### config.mk
export PLATFORM = sky130hd
export DESIGN_NAME = ps2_rx_host
export DESIGN_NICKNAME = d
export VERILOG_FILES = /design/src/rtl/ps2_rx_pkg.sv /design/src/rtl/ps2_line_filter.sv /design/src/rtl/ps2_inhibit_ctl.sv /design/src/rtl/ps2_frame_rx.sv /design/src/rtl/ps2_rx_host.sv
export SDC_FILE = /design/constraint.sdc
export NUM_CORES = 1
export LEC_CHECK = 0
export ABC_AREA = 0
export BUFFER_PORTS_ARGS = -buffer_cell sky130_fd_sc_hd__buf_4
export CAP_MARGIN = 20
export CORE_MARGIN = 2
export CORE_UTILIZATION = 39
export DETAILED_ROUTE_END_ITERATION = 10
export GPL_ROUTABILITY_DRIVEN = 0
export GPL_TIMING_DRIVEN = 0
export PLACE_DENSITY = 0.65
export SYNTH_ARGS = -nofsm -noshare
export SYNTH_HDL_FRONTEND = slang
export SYNTH_SLANG_ARGS = --single-unit
### constraint.sdc
create_clock -name clk -period 3.1 [get_ports clk]
set_input_delay 0.31 -clock clk [delete_from_list [all_inputs] [get_ports clk]]
set_output_delay 0.31 -clock clk [all_outputs]
set_load 0.02 [all_outputs]
### src/rtl/ps2_rx_pkg.sv
package ps2_rx_pkg;

  typedef enum logic [1:0] {
    FAULT_NONE    = 2'd0,
    FAULT_PARITY  = 2'd1,
    FAULT_FRAMING = 2'd2,
    FAULT_STALL   = 2'd3
  } fault_e;

  localparam int FRAME_BITS = 11;

  // Classify a complete frame; bit 0 is the first bit on the wire.
  function automatic fault_e judge_frame(input logic [FRAME_BITS-1:0] f);
    if (f[0] != 1'b0 || f[10] != 1'b1) return FAULT_FRAMING;
    if ((^f[9:1]) != 1'b1)             return FAULT_PARITY;
    return FAULT_NONE;
  endfunction

endpackage

### src/rtl/ps2_line_filter.sv
module ps2_line_filter #(
  parameter int SYNC_STAGES = 2,
  parameter int FILT_CYC    = 4
) (
  input  logic clk,
  input  logic rst,
  input  logic raw_i,
  output logic level_o,
  output logic fell_o
);
  localparam int CW = $clog2(FILT_CYC + 1);

  logic [SYNC_STAGES-1:0] sync_q;
  logic [CW-1:0]          run_q;
  logic                   s;

  always_ff @(posedge clk) begin
    if (rst) sync_q <= '1;
    else     sync_q <= {sync_q[SYNC_STAGES-2:0], raw_i};
  end

  assign s = sync_q[SYNC_STAGES-1];

  // A new level is accepted only after FILT_CYC consecutive differing samples.
  always_ff @(posedge clk) begin
    if (rst) begin
      level_o <= 1'b1;
      run_q   <= '0;
      fell_o  <= 1'b0;
    end else begin
      fell_o <= 1'b0;
      if (s == level_o) begin
        run_q <= '0;
      end else if (run_q == CW'(FILT_CYC - 1)) begin
        level_o <= s;
        run_q   <= '0;
        fell_o  <= level_o;
      end else begin
        run_q <= run_q + 1'b1;
      end
    end
  end
endmodule

### src/rtl/ps2_inhibit_ctl.sv
module ps2_inhibit_ctl #(
  parameter int HOLD_CYC = 100
) (
  input  logic clk,
  input  logic rst,
  input  logic inhibit_i,
  output logic drive_low_o
);
  localparam int CW = $clog2(HOLD_CYC + 1);

  logic [CW-1:0] held_q;

  always_ff @(posedge clk) begin
    if (rst) begin
      drive_low_o <= 1'b0;
      held_q      <= '0;
    end else if (!drive_low_o) begin
      if (inhibit_i) begin
        drive_low_o <= 1'b1;
        held_q      <= '0;
      end
    end else if (!inhibit_i && held_q >= CW'(HOLD_CYC - 1)) begin
      drive_low_o <= 1'b0;
    end else if (held_q < CW'(HOLD_CYC - 1)) begin
      held_q <= held_q + 1'b1;
    end
  end
endmodule

### src/rtl/ps2_frame_rx.sv
module ps2_frame_rx
  import ps2_rx_pkg::*;
#(
  parameter int STALL_CYC = 200
) (
  input  logic       clk,
  input  logic       rst,
  input  logic       fell_i,
  input  logic       data_i,
  input  logic       abort_i,
  output logic [7:0] byte_o,
  output logic       valid_o,
  output logic       err_o,
  output logic [1:0] kind_o
);
  localparam int TW = $clog2(STALL_CYC + 1);

  logic [3:0]              nbits_q;
  logic [FRAME_BITS-2:0]   shreg_q;
  logic [TW-1:0]           idle_q;
  logic [FRAME_BITS-1:0]   whole;
  fault_e                  verdict;

  assign whole   = {data_i, shreg_q};
  assign verdict = judge_frame(whole);

  always_ff @(posedge clk) begin
    if (rst) begin
      nbits_q <= '0;
      shreg_q <= '0;
      idle_q  <= '0;
      byte_o  <= '0;
      valid_o <= 1'b0;
      err_o   <= 1'b0;
      kind_o  <= FAULT_NONE;
    end else begin
      valid_o <= 1'b0;
      err_o   <= 1'b0;
      kind_o  <= FAULT_NONE;
      if (abort_i) begin
        nbits_q <= '0;
        idle_q  <= '0;
      end else if (fell_i) begin
        idle_q <= '0;
        if (nbits_q == 4'(FRAME_BITS - 1)) begin
          nbits_q <= '0;
          if (verdict == FAULT_NONE) begin
            valid_o <= 1'b1;
            byte_o  <= whole[8:1];
          end else begin
            err_o  <= 1'b1;
            kind_o <= verdict;
          end
        end else begin
          nbits_q <= nbits_q + 1'b1;
          shreg_q <= {data_i, shreg_q[FRAME_BITS-2:1]};
        end
      end else if (nbits_q != '0) begin
        if (idle_q == TW'(STALL_CYC - 1)) begin
          nbits_q <= '0;
          idle_q  <= '0;
          err_o   <= 1'b1;
          kind_o  <= FAULT_STALL;
        end else begin
          idle_q <= idle_q + 1'b1;
        end
      end
    end
  end
endmodule

### src/rtl/ps2_rx_host.sv
module ps2_rx_host #(
  parameter int CLK_HZ      = 50_000_000,
  parameter int FILT_CYC    = 8,
  parameter int TIMEOUT_US  = 200,
  parameter int INHIBIT_US  = 100
) (
  input  logic       clk,
  input  logic       rst,
  input  logic       ps2_clk_i,
  input  logic       ps2_data_i,
  input  logic       inhibit_i,
  output logic       ps2_clk_oe_o,
  output logic [7:0] rx_data_o,
  output logic       rx_valid_o,
  output logic       rx_err_o,
  output logic [1:0] rx_err_kind_o
);
  localparam int CYC_PER_US = CLK_HZ / 1_000_000;
  localparam int STALL_CYC  = TIMEOUT_US * CYC_PER_US;
  localparam int HOLD_CYC   = INHIBIT_US * CYC_PER_US;
  localparam int N_LINES    = 2;

  logic [N_LINES-1:0] raw, lvl, fell;

  assign raw = {ps2_data_i, ps2_clk_i};

  for (genvar g = 0; g < N_LINES; g++) begin : g_line
    ps2_line_filter #(.SYNC_STAGES(2), .FILT_CYC(FILT_CYC)) u_filt (
      .clk    (clk),
      .rst    (rst),
      .raw_i  (raw[g]),
      .level_o(lvl[g]),
      .fell_o (fell[g])
    );
  end

  ps2_inhibit_ctl #(.HOLD_CYC(HOLD_CYC)) u_inh (
    .clk        (clk),
    .rst        (rst),
    .inhibit_i  (inhibit_i),
    .drive_low_o(ps2_clk_oe_o)
  );

  ps2_frame_rx #(.STALL_CYC(STALL_CYC)) u_frame (
    .clk    (clk),
    .rst    (rst),
    .fell_i (fell[0]),
    .data_i (lvl[1]),
    .abort_i(ps2_clk_oe_o | inhibit_i),
    .byte_o (rx_data_o),
    .valid_o(rx_valid_o),
    .err_o  (rx_err_o),
    .kind_o (rx_err_kind_o)
  );
endmodule

==> run metrics <==
outcome finished clean; cts hold-fix bufs 0; core region area between 7000 and 8000 µm²; Synth Cell Area 3058 µm²; HP Class input port to register; required time of the critical path around 3.4 ns; highest-delay cell along the critical path nor3b_2; critical path buffer and inverter count 2; Clock transition at path regs approximately 0.07 ns; post-route clock period utilization just over 70%; reg-to-reg startpoint u_frame.nbits_q[0]; Leak Pwr 0.001328 µW; critical path class register to register; Pwr Density just under 500 nW/µm²; FILL cells approximately 750; CTS tree done; RSZ-0062 raised after global routing false; worst-path cell chain inv_1, ha_1, nor3b_2, nor4_1, a21oi_1, nand3_1, buf_2, nor2_1; Post CTS Setup Buffer Count 0; Reg2Reg Depth 8; Setup Skew approximately 0.007 ns; initial core utilization approximately two fifths; flop-to-flop setup slack 0.91 ns; Cell variety after synth 50; Final Hold Fails 0; CTS H-tree depth 3; Ant. Diodes 0; sequential area share after synthesis between 40% and 50%; total I/O pin count 18; crit path DAT ~2.5 ns; Final Net Count about 370; CTS Buf Count 9; critical path launch point type register; Seq. cell area roughly 1400 µm²; die width about 90 µm; Slew HR 43.84%; clk_lat worst skew 0.34 ns; minimum clock period between 2 and 2.5 ns; dpl hpwl between 4000 and 5000 µm; YS warnings 0; Area Overhead vs Synth 14.81%; Vias/cell 5.234; first-pass GRT wire length 10290 µm; Tot GR Track Use 14.90%; post-route setup TNS 0 ns; critical path depth 8; register bit total from synthesis 69; ys async rst share 0%; post_cts resized 0; largest net degree at the start of global routing 12; Root Driver clkbuf_8; worst r2r dst u_frame.idle_q[10]; initial antenna violation count 0; number of enable flip-flop cells after synthesis 0; Iter 0 DRT Violations between 50 and 60; Residual DRC 0; post-detailed-route wirelength per cell ~13 µm; Worst Setup EP u_frame.idle_q[10]; max cap viols 0; Net Count, Synth 344; most common flop cell mapped by yosys dfxtp_1; area of the multi-input gates 1590 µm²; Avg Inst Size Synth a little over 9 µm²; Synth Instances 332; crit-path leading delay family simple AND/OR/NAND/NOR gates; Routed WL about 5800 µm; Final Setup Violations 0; gr ovfl total 0; vias in the first global route approximately 2300; Slew @ Worst Pin between 0.8 and 0.9 ns; CP Max Fanout 10; share of cells above drive strength 1 between 10% and 20%; CTS max path bufs 2; Post-DRT Antenna Nets 0; number of cell rows 32; highest clock rate between 0.4 and 0.5 GHz; Critical Path Start u_frame.nbits_q[0]; hold slack 0.1478 ns; Critical Path End Type register; Initial DRT Pass Iterations 4; overall die area around 8600 µm²; Die Span Y around 93 µm; max-slew violations 0; Vias ~2400; Sinks on Clock Net a little under 70; CP max stage delay around 0.48 ns; Worst IR Drop VDD about 240 µV; Port Buf Inserts 16
kinds of logic (layout without fill, tap and decap cells):
| kind of cell | after synthesis | in the layout | synth area share, % |
|---|---|---|---|
| simple gates | 140 | 140 | 22.67 |
| compound gates | 48 | 48 | 11.05 |
| flops | 69 | 69 | 45.17 |
| fa+ha+maj | 7 | 7 | 2.864 |
| xor+xnor | 24 | 24 | 7.774 |
| buf+inv | 22 | 53 | 2.823 |
| mux | 22 | 22 | 7.651 |
flip-flops by register name, summed over array words and instances (netlist names):
name and cells:
g_line.u_filt.fell_o 1, g_line.u_filt.level_o 2, g_line.u_filt.run_q 8, g_line.u_filt.sync_q 4, u_frame.byte_o 8, u_frame.err_o 1, u_frame.idle_q 14, u_frame.kind_o 2
u_frame.nbits_q 4, u_frame.shreg_q 10, u_frame.valid_o 1, u_inh.drive_low_o 1, u_inh.held_q 13
synth_stat cells, types with 2 or more instances:
cell      count  area share (%)
a21o_1        3            0.74
nor3_1        7             1.1
a31oi_1       3            0.61
or2_2         4            0.82
o32ai_1       4             1.1
nor4_1        5             1.0
nand4_1       6             1.2
o21ai_0       6            0.98
mux2i_1      20             6.5
inv_1        11             1.4
o21a_1        2            0.49
or3_1         5             1.0
a31o_2        3            0.86
ha_1          7             2.9
and3_1        7             1.4
clkbuf_1      8            0.98
xnor3_1       2             1.5
dfxtp_1      69              45
nand2_1      24             2.9
nand3_1      18             2.9
xnor2_1      11             3.2
o31ai_1       2            0.49
nor2_1       51             6.3
buf_2         3            0.49
or4_1         2            0.49
a21oi_1      14             2.3
xor2_1       11             3.2
nand2b_1      2            0.41
per-layer routing:
| metal | vias up | GRT usage [%] | part of all wire (%) | wire (µm) |
|---|---|---|---|---|
| li1 | 1225 | - | - | - |
| met1 | 1140 | 19.12 | 48 | 2790 |
| met2 | 60 | 23.30 | 46 | 2661 |
| met3 | 9 | 5.207 | 5.3 | 308 |
| met4 | 0 | 5.100 | 1.1 | 62 |
| met5 | - | 0 | 0 | 0 |
worst min path at each step:
stage,endpoint,from,slack [ns],cells after the start
after detailed placement,g_line[0].u_filt.sync_q[1],g_line[0].u_filt.sync_q[0],0.40,1
after global placement,g_line[0].u_filt.sync_q[1],g_line[0].u_filt.sync_q[0],0.39,1
after CTS,g_line[0].u_filt.sync_q[0],ps2_clk_i,0.13,2
final,g_line[0].u_filt.sync_q[0],ps2_clk_i,0.15,2
after global routing,g_line[0].u_filt.sync_q[0],ps2_clk_i,0.12,2
after floorplan,g_line[0].u_filt.sync_q[1],g_line[0].u_filt.sync_q[0],0.39,1
area by class of cell:
class / count / share of cell area [%]
Multi-Input combinational cell: 241 / 45.30
Sequential cell: 69 / 39.34
Timing Repair Buffer: 16 / 3.421
Inverter: 11 / 1.176
Tap cell: 102 / 3.635
Clock buffer: 11 / 3.742
Clock inverter: 4 / 2.103
Buffer: 11 / 1.283
cells in the final DEF, fill, tap and decap left out, types with 2 or more instances in the layout:
cell type	n
nand2b_1	2
o21ai_0	6
xnor2_1	11
nor2_1	51
o31ai_1	2
clkbuf_8	9
or4_1	2
bufinv_16	2
buf_2	3
xor2_1	11
a31oi_1	3
clkbuf_1	10
a31o_2	3
nor3_1	7
nand3_1	18
nor4_1	5
nand4_1	6
nand2_1	24
a21oi_1	14
o21a_1	2
ha_1	7
and3_1	7
or3_1	5
a21o_1	3
xnor3_1	2
dfxtp_1	69
mux2i_1	20
inv_1	11
buf_4	16
o32ai_1	4
or2_2	4
power by group:
| group | switching [µW] | internal [µW] |
|---|---|---|
| clock network | 325 | 449 |
| registers | 5.15 | 892 |
| logic | 38.4 | 20.2 |
| total | 369 | 1360 |
through the flow:
step | cell area [µm²] | instances | utilization [%] | worst slack (ns) | total power, µW
2_1_floorplan | 3058 | 332 | - | 1.164 | 956.1
3_3_place_gp | 3306 | 450 | 43.23 | 0.9337 | 974.8
3_5_place_dp | 3306 | 450 | 43.23 | 0.9302 | 975.4
4_1_cts | 3511 | 465 | 45.91 | 0.9023 | 1753
5_1_grt | 3511 | 465 | 45.91 | 0.5916 | 1801
6_report | 3511 | 465 | 45.91 | 0.9149 | 1730
Note: power is estimated with default switching activity, not from simulation.
